### config.mk
export PLATFORM = sky130hd
export DESIGN_NAME = rx_frame_status
export DESIGN_NICKNAME = d
export VERILOG_FILES = /design/src/rtl/rx_stat_pkg.sv /design/src/rtl/rx_stat_ctrl.sv /design/src/rtl/rx_stat_dpath.sv /design/src/rtl/rx_frame_status.sv
export SDC_FILE = /design/constraint.sdc
export NUM_CORES = 1
export LEC_CHECK = 0
export BUFFER_PORTS_ARGS = -buffer_cell sky130_fd_sc_hd__buf_2
export CAP_MARGIN = 10
export CELL_PAD_IN_SITES_DETAIL_PLACEMENT = 0
export CELL_PAD_IN_SITES_GLOBAL_PLACEMENT = 1
export CORE_MARGIN = 8
export CORE_UTILIZATION = 35
export CTS_CLUSTER_DIAMETER = 60
export DETAILED_ROUTE_END_ITERATION = 16
export GPL_TIMING_DRIVEN = 1
export HOLD_SLACK_MARGIN = 0.02
export PLACE_DENSITY = 0.69
export SLEW_MARGIN = 20
export SYNTH_ARGS = -nofsm -noshare
export SYNTH_HDL_FRONTEND = slang
export SYNTH_SLANG_ARGS = --single-unit
### constraint.sdc
create_clock -name clk -period 3.3 [get_ports clk]
set_clock_uncertainty 0.15 [all_clocks]
set_input_delay 0.825 -clock clk [delete_from_list [all_inputs] [get_ports clk]]
set_output_delay 0.825 -clock clk [all_outputs]
set_load 0.05 [all_outputs]
### src/rtl/rx_stat_pkg.sv
package rx_stat_pkg;

  typedef struct packed {
    logic clear;   // first byte: restart accumulators
    logic accept;  // fold current byte in
    logic finish;  // last byte: emit write-back
  } rxStrobe_t;

  localparam int OWN_BIT  = 15;
  localparam int OK_BIT   = 14;
  localparam int PHY_BIT  = 11;
  localparam int DRIB_BIT = 10;
  localparam int BUF_BIT  = 9;
  localparam int LONG_BIT = 8;
  localparam int RUNT_BIT = 7;
  localparam int CRC_BIT  = 6;
  localparam int CLASS_W  = 6;

  localparam logic [31:0] CRC_INIT    = 32'hFFFF_FFFF;
  localparam logic [31:0] CRC_POLY    = 32'hEDB8_8320;
  localparam logic [31:0] CRC_RESIDUE = 32'hDEBB_20E3;

  function automatic logic [31:0] crcStep(input logic [31:0] crcIn, input logic [7:0] dataIn);
    logic [31:0] acc;
    acc = crcIn;
    for (int b = 0; b < 8; b++) begin
      if (acc[0] ^ dataIn[b]) acc = (acc >> 1) ^ CRC_POLY;
      else                    acc = acc >> 1;
    end
    return acc;
  endfunction

endpackage

### src/rtl/rx_stat_ctrl.sv
module rx_stat_ctrl
  import rx_stat_pkg::*;
(
  input  logic       clk,
  input  logic       rstN,
  input  logic       frmValid,
  input  logic       frmStart,
  input  logic       frmEnd,
  output rxStrobe_t  strobe
);

  typedef enum logic {ST_IDLE, ST_FRAME} ctrlState_t;

  ctrlState_t stateQ, stateNext;

  always_comb begin
    strobe = '0;
    if (frmValid && frmStart) begin
      strobe.clear  = 1'b1;
      strobe.accept = 1'b1;
      strobe.finish = frmEnd;
    end else if (frmValid && stateQ == ST_FRAME) begin
      strobe.accept = 1'b1;
      strobe.finish = frmEnd;
    end
  end

  always_comb begin
    stateNext = stateQ;
    if (strobe.finish)     stateNext = ST_IDLE;
    else if (strobe.clear) stateNext = ST_FRAME;
  end

  always_ff @(posedge clk or negedge rstN) begin
    if (!rstN) stateQ <= ST_IDLE;
    else       stateQ <= stateNext;
  end


  finish_src_chk: assert property (@(posedge clk) disable iff (!rstN)
    strobe.finish |-> (frmValid && frmEnd));


  stray_byte_chk: assert property (@(posedge clk) disable iff (!rstN)
    (stateQ == ST_IDLE && frmValid && !frmStart) |-> !strobe.accept);

endmodule

### src/rtl/rx_stat_dpath.sv
module rx_stat_dpath
  import rx_stat_pkg::*;
#(
  parameter int LEN_W     = 16,
  parameter int MIN_FRAME = 64,
  parameter int MAX_FRAME = 1518
) (
  input  logic               clk,
  input  logic               rstN,
  input  rxStrobe_t          strobe,
  input  logic [7:0]         frmData,
  input  logic               frmPhyErr,
  input  logic               frmDribble,
  input  logic [LEN_W-1:0]   cfgBufSize,
  input  logic [CLASS_W-1:0] addrClass,
  output logic               wbValid,
  output logic [15:0]        wbStatus,
  output logic [LEN_W-1:0]   wbLength
);

  localparam logic [LEN_W-1:0] MIN_L = LEN_W'(MIN_FRAME);
  localparam logic [LEN_W-1:0] MAX_L = LEN_W'(MAX_FRAME);
  localparam logic [LEN_W-1:0] LEN_SAT = {LEN_W{1'b1}};

  logic [LEN_W-1:0] lenQ, lenBase, lenNext;
  logic [31:0]      crcQ, crcBase, crcNext;
  logic             phyQ, phyBase, phyNext;
  logic [15:0]      statusNext;

  always_comb begin
    lenBase = strobe.clear ? '0       : lenQ;
    crcBase = strobe.clear ? CRC_INIT : crcQ;
    phyBase = strobe.clear ? 1'b0     : phyQ;
    lenNext = (lenBase == LEN_SAT) ? lenBase : lenBase + 1'b1;
    crcNext = crcStep(crcBase, frmData);
    phyNext = phyBase | frmPhyErr;
  end

  always_comb begin
    statusNext = '0;
    statusNext[PHY_BIT]  = phyNext;
    statusNext[DRIB_BIT] = frmDribble;
    statusNext[BUF_BIT]  = lenNext > cfgBufSize;
    statusNext[LONG_BIT] = lenNext > MAX_L;
    statusNext[RUNT_BIT] = lenNext < MIN_L;
    statusNext[CRC_BIT]  = crcNext != CRC_RESIDUE;
    statusNext[OK_BIT]   = ~|statusNext[PHY_BIT:CRC_BIT];
    if (statusNext[OK_BIT]) statusNext[CLASS_W-1:0] = addrClass;
    statusNext[OWN_BIT]  = 1'b0;
  end

  always_ff @(posedge clk or negedge rstN) begin
    if (!rstN) begin
      lenQ <= '0;
      crcQ <= CRC_INIT;
      phyQ <= 1'b0;
    end else if (strobe.accept) begin
      lenQ <= lenNext;
      crcQ <= crcNext;
      phyQ <= phyNext;
    end
  end

  always_ff @(posedge clk or negedge rstN) begin
    if (!rstN) begin
      wbValid  <= 1'b0;
      wbStatus <= '0;
      wbLength <= '0;
    end else begin
      wbValid <= strobe.finish;
      if (strobe.finish) begin
        wbStatus <= statusNext;
        wbLength <= lenNext;
      end
    end
  end


  wb_after_end_chk: assert property (@(posedge clk) disable iff (!rstN)
    wbValid |-> $past(strobe.finish));


  runt_len_chk: assert property (@(posedge clk) disable iff (!rstN)
    (wbValid && wbStatus[RUNT_BIT]) |-> (wbLength < MIN_L));


  long_len_chk: assert property (@(posedge clk) disable iff (!rstN)
    (wbValid && wbStatus[LONG_BIT]) |-> (wbLength > MAX_L));


  class_gate_chk: assert property (@(posedge clk) disable iff (!rstN)
    (wbValid && !wbStatus[OK_BIT]) |-> (wbStatus[CLASS_W-1:0] == '0));

endmodule

### src/rtl/rx_frame_status.sv
module rx_frame_status
  import rx_stat_pkg::*;
#(
  parameter int LEN_W     = 16,
  parameter int MIN_FRAME = 64,
  parameter int MAX_FRAME = 1518
) (
  input  logic             clk,
  input  logic             rstN,
  input  logic             frmValid,
  input  logic             frmStart,
  input  logic             frmEnd,
  input  logic [7:0]       frmData,
  input  logic             frmPhyErr,
  input  logic             frmDribble,
  input  logic [LEN_W-1:0] cfgBufSize,
  input  logic [5:0]       addrClass,
  output logic             wbValid,
  output logic [15:0]      wbStatus,
  output logic [LEN_W-1:0] wbLength
);

  rxStrobe_t strobe;

  rx_stat_ctrl uCtrl (
    .clk      (clk),
    .rstN     (rstN),
    .frmValid (frmValid),
    .frmStart (frmStart),
    .frmEnd   (frmEnd),
    .strobe   (strobe)
  );

  rx_stat_dpath #(
    .LEN_W     (LEN_W),
    .MIN_FRAME (MIN_FRAME),
    .MAX_FRAME (MAX_FRAME)
  ) uDpath (
    .clk        (clk),
    .rstN       (rstN),
    .strobe     (strobe),
    .frmData    (frmData),
    .frmPhyErr  (frmPhyErr),
    .frmDribble (frmDribble),
    .cfgBufSize (cfgBufSize),
    .addrClass  (addrClass),
    .wbValid    (wbValid),
    .wbStatus   (wbStatus),
    .wbLength   (wbLength)
  );

endmodule

==> results.sh <==
export IMPL_crit_arrival_ns=3.84
export IMPL_setup_viol=9
export IMPL_core_region_area_sq_mm=0.0171
export IMPL_regToRegStartpoint="uDpath.crcQ[3]"
export IMPL_ys_ff_latch=80
export IMPL_finalPower_w=0.00781
export IMPL_syn_inst=698
export IMPL_finalWirelength_mm=18.2
export IMPL_cts_max_path_buffers=2
export IMPL_crit_type="in2reg"
export IMPL_cp_slowest_cell="ha_1"
export IMPL_p_per_area_mw_per_mm2=944
export IMPL_synth_edf_count=0
export IMPL_setup_tns_final_ns=-3.49
export IMPL_end_kind="register"
export IMPL_clk_pin_slew_ns=0.06
export IMPL_ys_warn_count=0
export IMPL_ctsHoldBuffers=0
export IMPL_fin_crit_ns=3.75
export IMPL_layout_drive_gt1_share=0.381
export IMPL_status="finished with violations"
export IMPL_slew_headroom=0.517
export IMPL_area_delta_synth_final_pct=37.2
export IMPL_required_ns=3.39
export IMPL_clock_latency_ns=0.34
export IMPL_grt_pass1_vias=5745
export IMPL_regToRegEndpoint="uDpath.wbStatus[3]"
export IMPL_yosysUniqueCellTypes=71
export IMPL_fp_dieH_microns=147
export IMPL_avgSynthCellArea_sq_um=8.64
export IMPL_violations="negative setup slack"
export IMPL_period_share=1.14
export IMPL_startpoint_type="input pin"
export IMPL_ctsHtreeMaxLevel=3
export IMPL_vias_per_cell=5.04
export IMPL_die_w_microns=147
export IMPL_ff2ff_path_depth=8
export IMPL_top_usage_layer="met2"
export IMPL_dieArea_sq_mm=0.0217
export IMPL_firstDrtPassIters=5
export IMPL_ys_seq_area_frac=0.339
export IMPL_use_met2=0.277
export IMPL_cp_cell_sequence="buf_8 -> nand2_8 -> and2_4 -> ha_4 -> nand4_1 -> nor4_2 -> and2_4 -> mux2i_4 -> inv_1 -> ha_1 -> nor2b_1 -> o211ai_1 -> a21oi_1 -> o311ai_1 -> a31o_2 -> nand4_1 -> buf_6 -> o41ai_4"
export IMPL_cts_tree="built"
export IMPL_synth_ff_type="dfrtp_1"
export IMPL_grt_pass1_wl_mm=29.3
export IMPL_synth_area_leaders="dfrtp_1 20%, dfstp_2 14%, xnor2_1 9.6%, nand2_1 6.7%, o21ai_0 6.1%"
export IMPL_holdWs_ns=0.322
export IMPL_setup_slack_ns=-0.448
export IMPL_finalNonFillerCells=1126
export IMPL_ios=70
export IMPL_diodes=0
export IMPL_synth_async_reset_ratio=1.00
export IMPL_wl_per_cell_microns=16.1
export IMPL_synth_top_area_cell="dfrtp_1"
export IMPL_grt_max_degree=55
export IMPL_crit_path_end="uDpath.wbStatus[3]"
export IMPL_drv_slew=0
export IMPL_grt_overflow=0
export IMPL_gp_congestion=0.886
export IMPL_use_met1=0.217
export IMPL_nets=950
export IMPL_drt_initial_drc_count=263
export IMPL_place_inst=1098
export IMPL_worst_slew_pin_slew_ns=0.720
export IMPL_syn_area_sq_mm=0.00603
export IMPL_crit_path_start="frmValid"
export IMPL_use_met3=0.0271
export IMPL_start_util=0.354
export IMPL_cts_made_buffers=9
export IMPL_synth_top_area_frac=0.199
export IMPL_rsz0062_at_grt="true"
export IMPL_crit_fanout=7
export IMPL_vias=5679
export IMPL_ant_nets=0
export IMPL_dp_hpwl_mm=14.1
export IMPL_portBuffers=66
export IMPL_cap_violations=0
export IMPL_vdd_drop_max_mv=0.456
export IMPL_antenna_found_initial=0
export IMPL_track_usage=0.167
export IMPL_drc=0
export IMPL_final_hold_viol_count=0
export IMPL_fmax_mhz=267
export IMPL_rows=48
export IMPL_cts_root_buf="clkbuf_16"
export IMPL_rrSetupSlack_ns=-0.22
export IMPL_hold_class="reg2reg"
export IMPL_numClockSinks=80
export IMPL_total_leakage_power_nw=4.02
export IMPL_cpPeakStageDelay_ns=0.30
[metal layers]
metal | vias to the layer above | wire length (microns)
met5 | - | 0
met4 | 0 | 359
met3 | 27 | 803
met2 | 125 | 8620
met1 | 2743 | 8380
li1 | 2784 | -
[registers in the layout (all words and copies together), names as in the netlist]
name / count
uDpath.crcQ: 32
uDpath.lenQ: 16
uDpath.wbLength: 16
uDpath.wbStatus: 13
uCtrl.stateQ: 1
uDpath.phyQ: 1
uDpath.wbValid: 1
[power by group]
part           switching, W  total [W]  internal, W
clock network      0.000422   0.000932     0.000509
registers          0.000250    0.00164      0.00139
logic               0.00252    0.00524      0.00271
[placed cells by master, fill, tap and decap left out, drive strengths merged, types with 4 or more instances in the layout]
master,instances
a211oi,9
a21boi,4
a21o,6
a21oi,13
a31o,4
a31oi,5
and2,7
and3,5
buf,235
clkbuf,11
dfrtp,48
dfstp,32
ha,17
inv,37
mux2i,8
nand2,107
nand2b,6
nand3,21
nand4,10
nor2,39
nor3,13
nor4,10
o211a,5
o211ai,12
o21a,4
o21ai,75
o41ai,6
or2,5
or3,4
xnor2,70
xnor3,8
xor2,27
[layout make-up]
cell class                      count  area [sq um]
Fill cell                        1636          8780
Multi-Input combinational cell    533          3910
Sequential cell                    80          2040
Timing Repair Buffer              235          1640
Tap cell                          225           282
Clock buffer                       11           233
Inverter                           37           139
Clock inverter                      5          33.8
[synth_stat cells, types with 13 or more instances]
cell      instances
nor2_1           38
inv_1            36
o21ai_0          74
xnor2_1          66
a21oi_1          13
clkbuf_1         23
dfrtp_1          48
ha_1             17
nand3_1          21
nand2_1         107
xor2_1           26
dfstp_2          32
[metrics by stage]
step                      utilization  area, sq um  setup slack [ns]
after global routing            0.485         8270            -0.612
after global placement          0.450         7670            -0.937
final                           0.485         8270            -0.448
after detailed placement        0.450         7670             -1.04
after CTS                       0.474         8080            -0.564
after floorplan                     -         6170             -1.09
[worst min path at each step]
stage                                      to  slack (ns)  cells after the start           startpoint
after global placement     uDpath.wbStatus[5]        0.30                      2   uDpath.wbStatus[5]
after detailed placement  uDpath.wbStatus[14]        0.31                      2  uDpath.wbStatus[14]
after CTS                 uDpath.wbStatus[14]        0.33                      2  uDpath.wbStatus[14]
after floorplan               uDpath.crcQ[26]        0.31                      2      uDpath.crcQ[26]
after global routing          uDpath.crcQ[24]        0.35                      2      uDpath.crcQ[24]
final                      uDpath.wbLength[1]        0.32                      2   uDpath.wbLength[1]
[critical path, delay by kind of cell]
family / cells / cell delay, ns
adders and majority gates: 2 / 0.43
and+or+nand+nor: 7 / 1.04
muxes: 1 / 0.24
AOI/OAI and AO/OA: 5 / 0.95
buffers and inverters: 3 / 0.36
[what timing repair did]
action                                  in CTS  in global routing
pin swaps                                   22                 15
resized for setup                           21                 23
endpoints found under the setup margin       9                  9
buffers inserted                             6                  6
[kinds of logic after synthesis]
| kind of cell | share of synthesized area |
|---|---|
| AOI/OAI and AO/OA | 0.171 |
| and+or+nand+nor | 0.187 |
| other | 0.000622 |
| buffers and inverters | 0.0718 |
| muxes | 0.0133 |
| adders and majority gates | 0.0353 |
| xor gates and xnor gates | 0.183 |
| DFF | 0.339 |
No activity file was read; power rests on OpenSTA's default activity.
